`src/rtl/seg_rd_pkg.sv`:
```
package seg_rd_pkg;
  typedef enum logic [2:0] {
    PH_IDLE   = 3'd0,
    PH_ADDR   = 3'd1,
    PH_STROBE = 3'd2,
    PH_WAIT   = 3'd3,
    PH_DATA   = 3'd4
  } phase_t;
endpackage

```
`src/rtl/seg_rst_sync.sv`:
```
module seg_rst_sync #(
  parameter int STAGES = 2
) (
  input  logic clk,
  input  logic rst_n,
  output logic rst_n_sync
);
  logic [STAGES-1:0] chain_q;

  always_ff @(posedge clk or negedge rst_n) begin
    if (!rst_n) chain_q <= '0;
    else        chain_q <= {chain_q[STAGES-2:0], 1'b1};
  end

  assign rst_n_sync = chain_q[STAGES-1];
endmodule

```
`src/rtl/seg_lin_addr.sv`:
```
module seg_lin_addr #(
  parameter int SEG_W  = 16,
  parameter int OFS_W  = 16,
  parameter int SHIFT  = 4,
  parameter int ADDR_W = 20
) (
  input  logic [SEG_W-1:0]  seg,
  input  logic [OFS_W-1:0]  ofs,
  output logic [ADDR_W-1:0] lin
);
  localparam int SUM_W = SEG_W + SHIFT + 1;

  logic [SUM_W-1:0] seg_sh;
  logic [SUM_W-1:0] ofs_ext;
  logic [SUM_W-1:0] sum;

  always_comb begin
    seg_sh  = {1'b0, seg, {SHIFT{1'b0}}};
    ofs_ext = SUM_W'(ofs);
    sum     = seg_sh + ofs_ext;
    lin     = sum[ADDR_W-1:0];
  end
endmodule

```
`src/rtl/seg_rd_seq.sv`:
```
module seg_rd_seq
  import seg_rd_pkg::*;
(
  input  logic clk,
  input  logic rst_n,
  input  logic start,
  output logic load_en,
  output logic cap_en,
  output logic rd_n,
  output logic busy,
  output logic done
);
  phase_t ph_q, ph_d;
  logic   rd_n_q, rd_n_d;
  logic   done_q, done_d;

  always_comb begin
    ph_d = ph_q;
    unique case (ph_q)
      PH_IDLE:   if (start) ph_d = PH_ADDR;
      PH_ADDR:   ph_d = PH_STROBE;
      PH_STROBE: ph_d = PH_WAIT;
      PH_WAIT:   ph_d = PH_DATA;
      PH_DATA:   ph_d = PH_IDLE;
      default:   ph_d = PH_IDLE;
    endcase
    rd_n_d  = !((ph_d == PH_STROBE) || (ph_d == PH_WAIT));
    done_d  = (ph_q == PH_DATA);
    load_en = (ph_q == PH_IDLE) && start;
    cap_en  = (ph_q == PH_DATA);
  end

  always_ff @(posedge clk or negedge rst_n) begin
    if (!rst_n) begin
      ph_q   <= PH_IDLE;
      rd_n_q <= 1'b1;
      done_q <= 1'b0;
    end else begin
      ph_q   <= ph_d;
      rd_n_q <= rd_n_d;
      done_q <= done_d;
    end
  end

  assign rd_n = rd_n_q;
  assign busy = (ph_q != PH_IDLE);
  assign done = done_q;
endmodule

```
`src/rtl/seg_read_master.sv`:
```
module seg_read_master #(
  parameter int SEG_W    = 16,
  parameter int OFS_W    = 16,
  parameter int SHIFT    = 4,
  parameter int ADDR_W   = 20,
  parameter int DATA_W   = 8,
  parameter int RST_SYNC = 2
) (
  input  logic              clk,
  input  logic              rst_n,
  input  logic              start,
  input  logic [SEG_W-1:0]  seg,
  input  logic [OFS_W-1:0]  ofs,
  output logic [ADDR_W-1:0] bus_addr,
  output logic              bus_rd_n,
  input  logic [DATA_W-1:0] bus_data,
  output logic [DATA_W-1:0] rdata,
  output logic              done,
  output logic              busy
);
  logic              rst_n_s;
  logic              load_en;
  logic              cap_en;
  logic [ADDR_W-1:0] lin;
  logic [ADDR_W-1:0] addr_q;
  logic [DATA_W-1:0] data_q;

  seg_rst_sync #(.STAGES(RST_SYNC)) u_rst (
    .clk(clk), .rst_n(rst_n), .rst_n_sync(rst_n_s)
  );

  seg_lin_addr #(
    .SEG_W(SEG_W), .OFS_W(OFS_W), .SHIFT(SHIFT), .ADDR_W(ADDR_W)
  ) u_lin (
    .seg(seg), .ofs(ofs), .lin(lin)
  );

  seg_rd_seq u_seq (
    .clk(clk), .rst_n(rst_n_s), .start(start),
    .load_en(load_en), .cap_en(cap_en),
    .rd_n(bus_rd_n), .busy(busy), .done(done)
  );

  always_ff @(posedge clk or negedge rst_n_s) begin
    if (!rst_n_s)     addr_q <= '0;
    else if (load_en) addr_q <= lin;
  end

  always_ff @(posedge clk or negedge rst_n_s) begin
    if (!rst_n_s)    data_q <= '0;
    else if (cap_en) data_q <= bus_data;
  end

  assign bus_addr = addr_q;
  assign rdata    = data_q;
endmodule

```
`config.mk`:
```
export PLATFORM = sky130hd
export DESIGN_NAME = seg_read_master
export DESIGN_NICKNAME = d
export VERILOG_FILES = /design/src/rtl/seg_rd_pkg.sv /design/src/rtl/seg_rst_sync.sv /design/src/rtl/seg_lin_addr.sv /design/src/rtl/seg_rd_seq.sv /design/src/rtl/seg_read_master.sv
export SDC_FILE = /design/constraint.sdc
export NUM_CORES = 1
export LEC_CHECK = 0
export ABC_CLOCK_PERIOD_IN_PS = 2500
export BUFFER_PORTS_ARGS = -buffer_cell sky130_fd_sc_hd__buf_2
export CORE_UTILIZATION = 35
export DETAILED_ROUTE_END_ITERATION = 10
export PLACE_DENSITY = 0.6
export SETUP_SLACK_MARGIN = 0.2
export SKIP_LAST_GASP = 1
export SLEW_MARGIN = 30
export SYNTH_ARGS = -nofsm -noshare
export SYNTH_HDL_FRONTEND = slang
export SYNTH_SLANG_ARGS = --single-unit
```
`constraint.sdc`:
```
create_clock -name clk -period 2.5 [get_ports clk]
set_input_delay 0.25 -clock clk [delete_from_list [all_inputs] [get_ports clk]]
set_output_delay 0.25 -clock clk [all_outputs]
set_load 0.02 [all_outputs]
```
== Word level (Yosys, flattened, before mapping) ==
Cells that the tools add are included.

* Reductions and logical operators: 5
* Mux-type cells: 2
* Magnitude comparators: 0
* Equal/unequal tests: 6
* Bitwise operators: 0
* Div/mod/pow operators: 0
* Add/sub/neg operators: 1
* Multiply operators: 0
* Shifts and indexed selects: 0

{| class="wikitable"
|+ Operators with widths
! kind !! count
|-
| $add A20 B16 Y20 || 1
|-
| $eq A3 B2 Y1 const B || 4
|-
| $pmux W3 S4 || 1
|-
| $eq A3 B1 Y1 const B || 1
|-
| $eq A3 B3 Y1 const B || 1
|-
| $logic_not A3 Y1 || 1
|-
| $mux W3 || 1
|-
| $reduce_bool A3 Y1 || 1
|-
| $logic_and A1 B1 Y1 || 1
|-
| $logic_not A1 Y1 || 1
|-
| $logic_or A1 B1 Y1 || 1
|}

* Bits of input ports: 43
* Memories: 0
* Output and inout bits: 31
* Memory bits (writable): 0
* Logic and storage cells: 20
* Bits in read-only memories: 0
* Bits in registers: 35
* Bits in latches: 0

== Longest topological paths before layout ==
* Word-level depth: 5
* Gate-level depth with buffers: 8
* Depth with buffers taken out: 8

== By module ==
Synthesis repeated with hierarchy kept, for this count alone.

* Cell total of the unflattened synthesis: 186
* Area, all modules: 2,194.6 um^2

{| class="wikitable"
|+ By module, submodules not included
! module !! area each (um^2) !! instances !! seq. area each (um^2) !! cells an instance
|-
| seg_read_master || 1,124.8 || 1 || 700.7 || 59
|-
| seg_lin_addr || 820.8 || 1 || 0.0 || 108
|-
| seg_rd_seq || 195.2 || 1 || 126.4 || 16
|-
| seg_rst_sync || 53.8 || 1 || 50.0 || 3
|}

== Worst setup path after synthesis ==
No wires, ideal clock.

* Path kind: input -> register
* Start point: in seg[0]
* End point: reg addr_q[14], in the netlist bus_addr[14]
* Path buffers: 0
* Data required time: 2.363 ns
* Library setup time: 0.137 ns
* Stages on the path: 8
* Path slack: 0.448 ns
* Arrival time: 1.915 ns
* Cells stage by stage: ha_1 -> fa_1 -> a21o_1 -> a221oi_4 -> nor2_1 -> a41oi_1 -> xor2_1 -> o21ai_0

* Longest elaborated chain between the ends: 1

{| class="wikitable"
|+ Ends and longest elaborated chain
! element !! line !! text
|-
| start, declared || seg_read_master.sv:12 || <nowiki>input logic [SEG_W-1:0] seg,</nowiki>
|-
| $add A20 B16 Y20 || seg_lin_addr.sv:20 || <nowiki>sum = seg_sh + ofs_ext;</nowiki>
|-
| end signal, assigned || seg_read_master.sv:46 || <nowiki>else if (load_en) addr_q <= lin;</nowiki>
|-
| end, declared || seg_read_master.sv:25 || <nowiki>logic [ADDR_W-1:0] addr_q;</nowiki>
|}

No other way between the ends.
A chain may end at the register's enable or synchronous reset.

== Worst setup path in the final report ==
Ends and elaborated chain as after synthesis.

==> impl_metrics.ini <==
[logic_synthesis]
async_reset_ff_share_pct = 100
netlist_area_sq_um = 1850
synthXorXnorAreaFrac_pct = 7.12
synth_fa_ha_area_share_pct = 9.22
synth_edf_count = 0
ys_seq_area_share_pct = 47.5
synth_compound_area_share_pct = 15.9
synth_cell_types = 36
yosys_warnings = 0
synth_nets = 222
yosys_most_used_dff = dfrtp_1
syn_inst = 166
synth_top_family_by_area = compound AO/OA/AOI/OAI gates
ys_ff_latch = 35
synthMuxAreaShare_pct = 9.15
synth.avg_cell_area_sq_um = 11.1
synth-simple-area-share_pct = 9.22

[floorplanning]
die-area_sq_um = 5570
rows = 26
fp.dieW_um = 74.6
die_h_um = 74.6
io_pins = 74
start_util_pct = 36.1
core_area_sq_um = 5110

[sta]
fin_crit_sh_pct = 79.6
max_clock_freq_mhz = 502
grt_setup_unrepaired = false
hold_violations = 0
slew_violations = 0
finalSetupViolCount = 0
min_period_ns = 1.99
fin_tns_setup_ns = 0
worst_slack_ns = 0.509
clock_skew_ns = 0.00423

[pwr]
clkPwrFrac_pct = 16.3
powerDensity_nw_per_um2 = 1050
irDropWorstVdd_v = 0.000394
internal_power_mw = 1.52
pwr-share-comb_pct = 45.6
swShare_pct = 39.7
p_sw_mw = 0.998
power.share.sequential_pct = 38.1
power_leakage_nw = 1.24

[clock_network]
cts-htree-levels = 2
cts_sinks = 35
cts.clk_slew.worst_paths_ns = 0.07
cts-buffers-inserted = 5
cts_buffer_depth = 2
cts-root-buf = clkbuf_8
post_cts_resized = 0
clk_latency_ns = 0.28
cts_tree = yes

[worst_hold_path]
min_to = bus_addr[2]$_DFFE_PN0P_
hold_start = ofs[2]
hold_class = primary input to register
hold_path_depth = 2

[critical_path]
crit_family = compound AO/OA/AOI/OAI gates
max_stage_delay_ns = 0.42
setup.worst_path.start_class = primary input
crit_slowest_cell = fa_1
rrSetupSlack_ns = 1.04
critPathArrivalTime_ns = 2.14
end_kind = register
r2r-end = bus_addr[4]$_DFFE_PN0P_
worstReg2RegStart = u_seq.ph_q[2]$_DFF_PN0_
path_class = primary input to register
cp_data_required_time_ns = 2.65
crit_chain = buf_2 > ha_1 > fa_1 > a21o_1 > a221oi_4 > nor2_1 > a41oi_1 > xor2_1 > o21ai_0
rr_worst_depth = 4
cp_max_fo = 4
cp_num_buf_inv = 1

[global_routing]
grt.overflow.total = 0
grt_max_degree = 34
grt_usage_pct = 14.0
grt_pass1_vias = 1344
antenna_found_initial = 0
grt_pass1_wl_um = 5880

[layout]
final_cell_mix = buf_2, dfrtp_1, nand2_1
syn2layout_area_growth_pct = 30.4
nets = 302
multi_input_area_sq_um = 938
final_core_util_pct = 47.1
n_fill_cell = 505
ff_latch_area_sq_um = 877
fin_area_sq_um = 2410
drive_above_1_share_pct = 42.1
diodes = 0
final_common_cell = buf_2

[placed_design]
routabilityCongestion = 0.767
io_buffers = 73
dpl.hpwl_um = 2910
dp_slack_ns = 0.207
placed_cell_area_sq_um = 2310

[routing]
via_per_inst = 4.68
wl_per_cell_um = 11.6
wl_um = 3690
drtPass1Iterations = 4
dr_total_vias = 1483
ant_nets = 0
drcViolationCount = 0
drt_iter0_markers = 38

[status]
outcome = complete, no violations

[flow_run]
cap_violations = 0
## worst reg2reg max path: stages, from the launching register on
cell and delay (ns):
dfrtp_1 0.42, nor3_1 0.26, nand2_1 0.11, buf_4 0.24, mux2_2 0.32
## synthesized netlist by cell type (2+ instances only)
library cell | n | area, sq um
dfrtp_1 | 34 | 851
nand2_1 | 18 | 67.6
mux2_2 | 15 | 169
o21ai_0 | 14 | 70.1
ha_1 | 12 | 150
a21oi_1 | 9 | 45.0
xor2_1 | 9 | 78.8
a21o_1 | 6 | 45.0
xnor2_1 | 6 | 52.6
clkbuf_1 | 4 | 15.0
inv_1 | 4 | 15.0
nor2_1 | 4 | 15.0
o211ai_1 | 4 | 30.0
nand3_1 | 2 | 10.0
nor2_2 | 2 | 12.5
nor3_1 | 2 | 10.0
o211a_1 | 2 | 20.0
## flip-flops by register name, summed over array words and instances (netlist names)
name	count
bus_addr	20
u_rst.chain_q	2
u_seq.ph_q	3
u_seq.rd_n	1
rdata	8
u_seq.done	1
## area by class of cell
type / instances / area share (%)
Tap cell: 70 / 3.64
Inverter: 4 / 0.624
Multi-Input combinational cell: 123 / 39.0
Clock inverter: 1 / 0.208
Clock buffer: 7 / 3.59
Timing Repair Buffer: 77 / 16.5
Sequential cell: 35 / 36.4
## power groups by stage
stage / combinational (mW) / sequential (mW) / clock (mW)
floorplan: 0.467 / 1.27 / 0
global placement: 1.15 / 0.962 / 0
detailed placement: 1.16 / 0.975 / 0
CTS: 1.17 / 0.964 / 0.425
global route: 1.27 / 1.00 / 0.449
finish: 1.15 / 0.959 / 0.409
## worst max path at each step
stage | start | slack [ns] | end | depth (start not counted)
global placement | seg[0] | 0.26 | bus_addr[14]$_DFFE_PN0P_ | 9
CTS | seg[0] | 0.50 | bus_addr[14]$_DFFE_PN0P_ | 9
global route | seg[0] | 0.39 | bus_addr[14]$_DFFE_PN0P_ | 9
floorplan | seg[0] | 0.45 | bus_addr[14]$_DFFE_PN0P_ | 8
detailed placement | seg[0] | 0.21 | bus_addr[14]$_DFFE_PN0P_ | 9
finish | seg[0] | 0.51 | bus_addr[14]$_DFFE_PN0P_ | 9
## logic make-up after synthesis
family | after synthesis
AOI/OAI and AO/OA | 43
and+or+nand+nor | 36
DFF | 35
xor gates and xnor gates | 15
muxes | 15
adders and majority gates | 13
buffers and inverters | 8
other | 1
## repair_timing
| item | CTS | global route |
|---|---|---|
| buffers inserted | 0 | 0 |
| hold buffers | 1 | 0 |
| endpoints found under the hold margin | 2 | 0 |
## metal layers
layer,vias to the layer above,global-route usage [%],wire length (um)
li1,758,-,-
met1,673,17.5,1730
met2,47,23.4,1700
met3,5,3.21,209
met4,0,5.66,52
met5,-,0,0
## per-stage QoR
stage                     power [mW]  hold WS, ns  cells
after floorplan                 1.74      -0.0456    166
after global placement          2.11       0.0363    308
after detailed placement        2.14       0.0377    308
after CTS                       2.55        0.191    317
after global routing            2.72        0.194    317
final                           2.52        0.197    317
(Power assumes the default switching activity.)
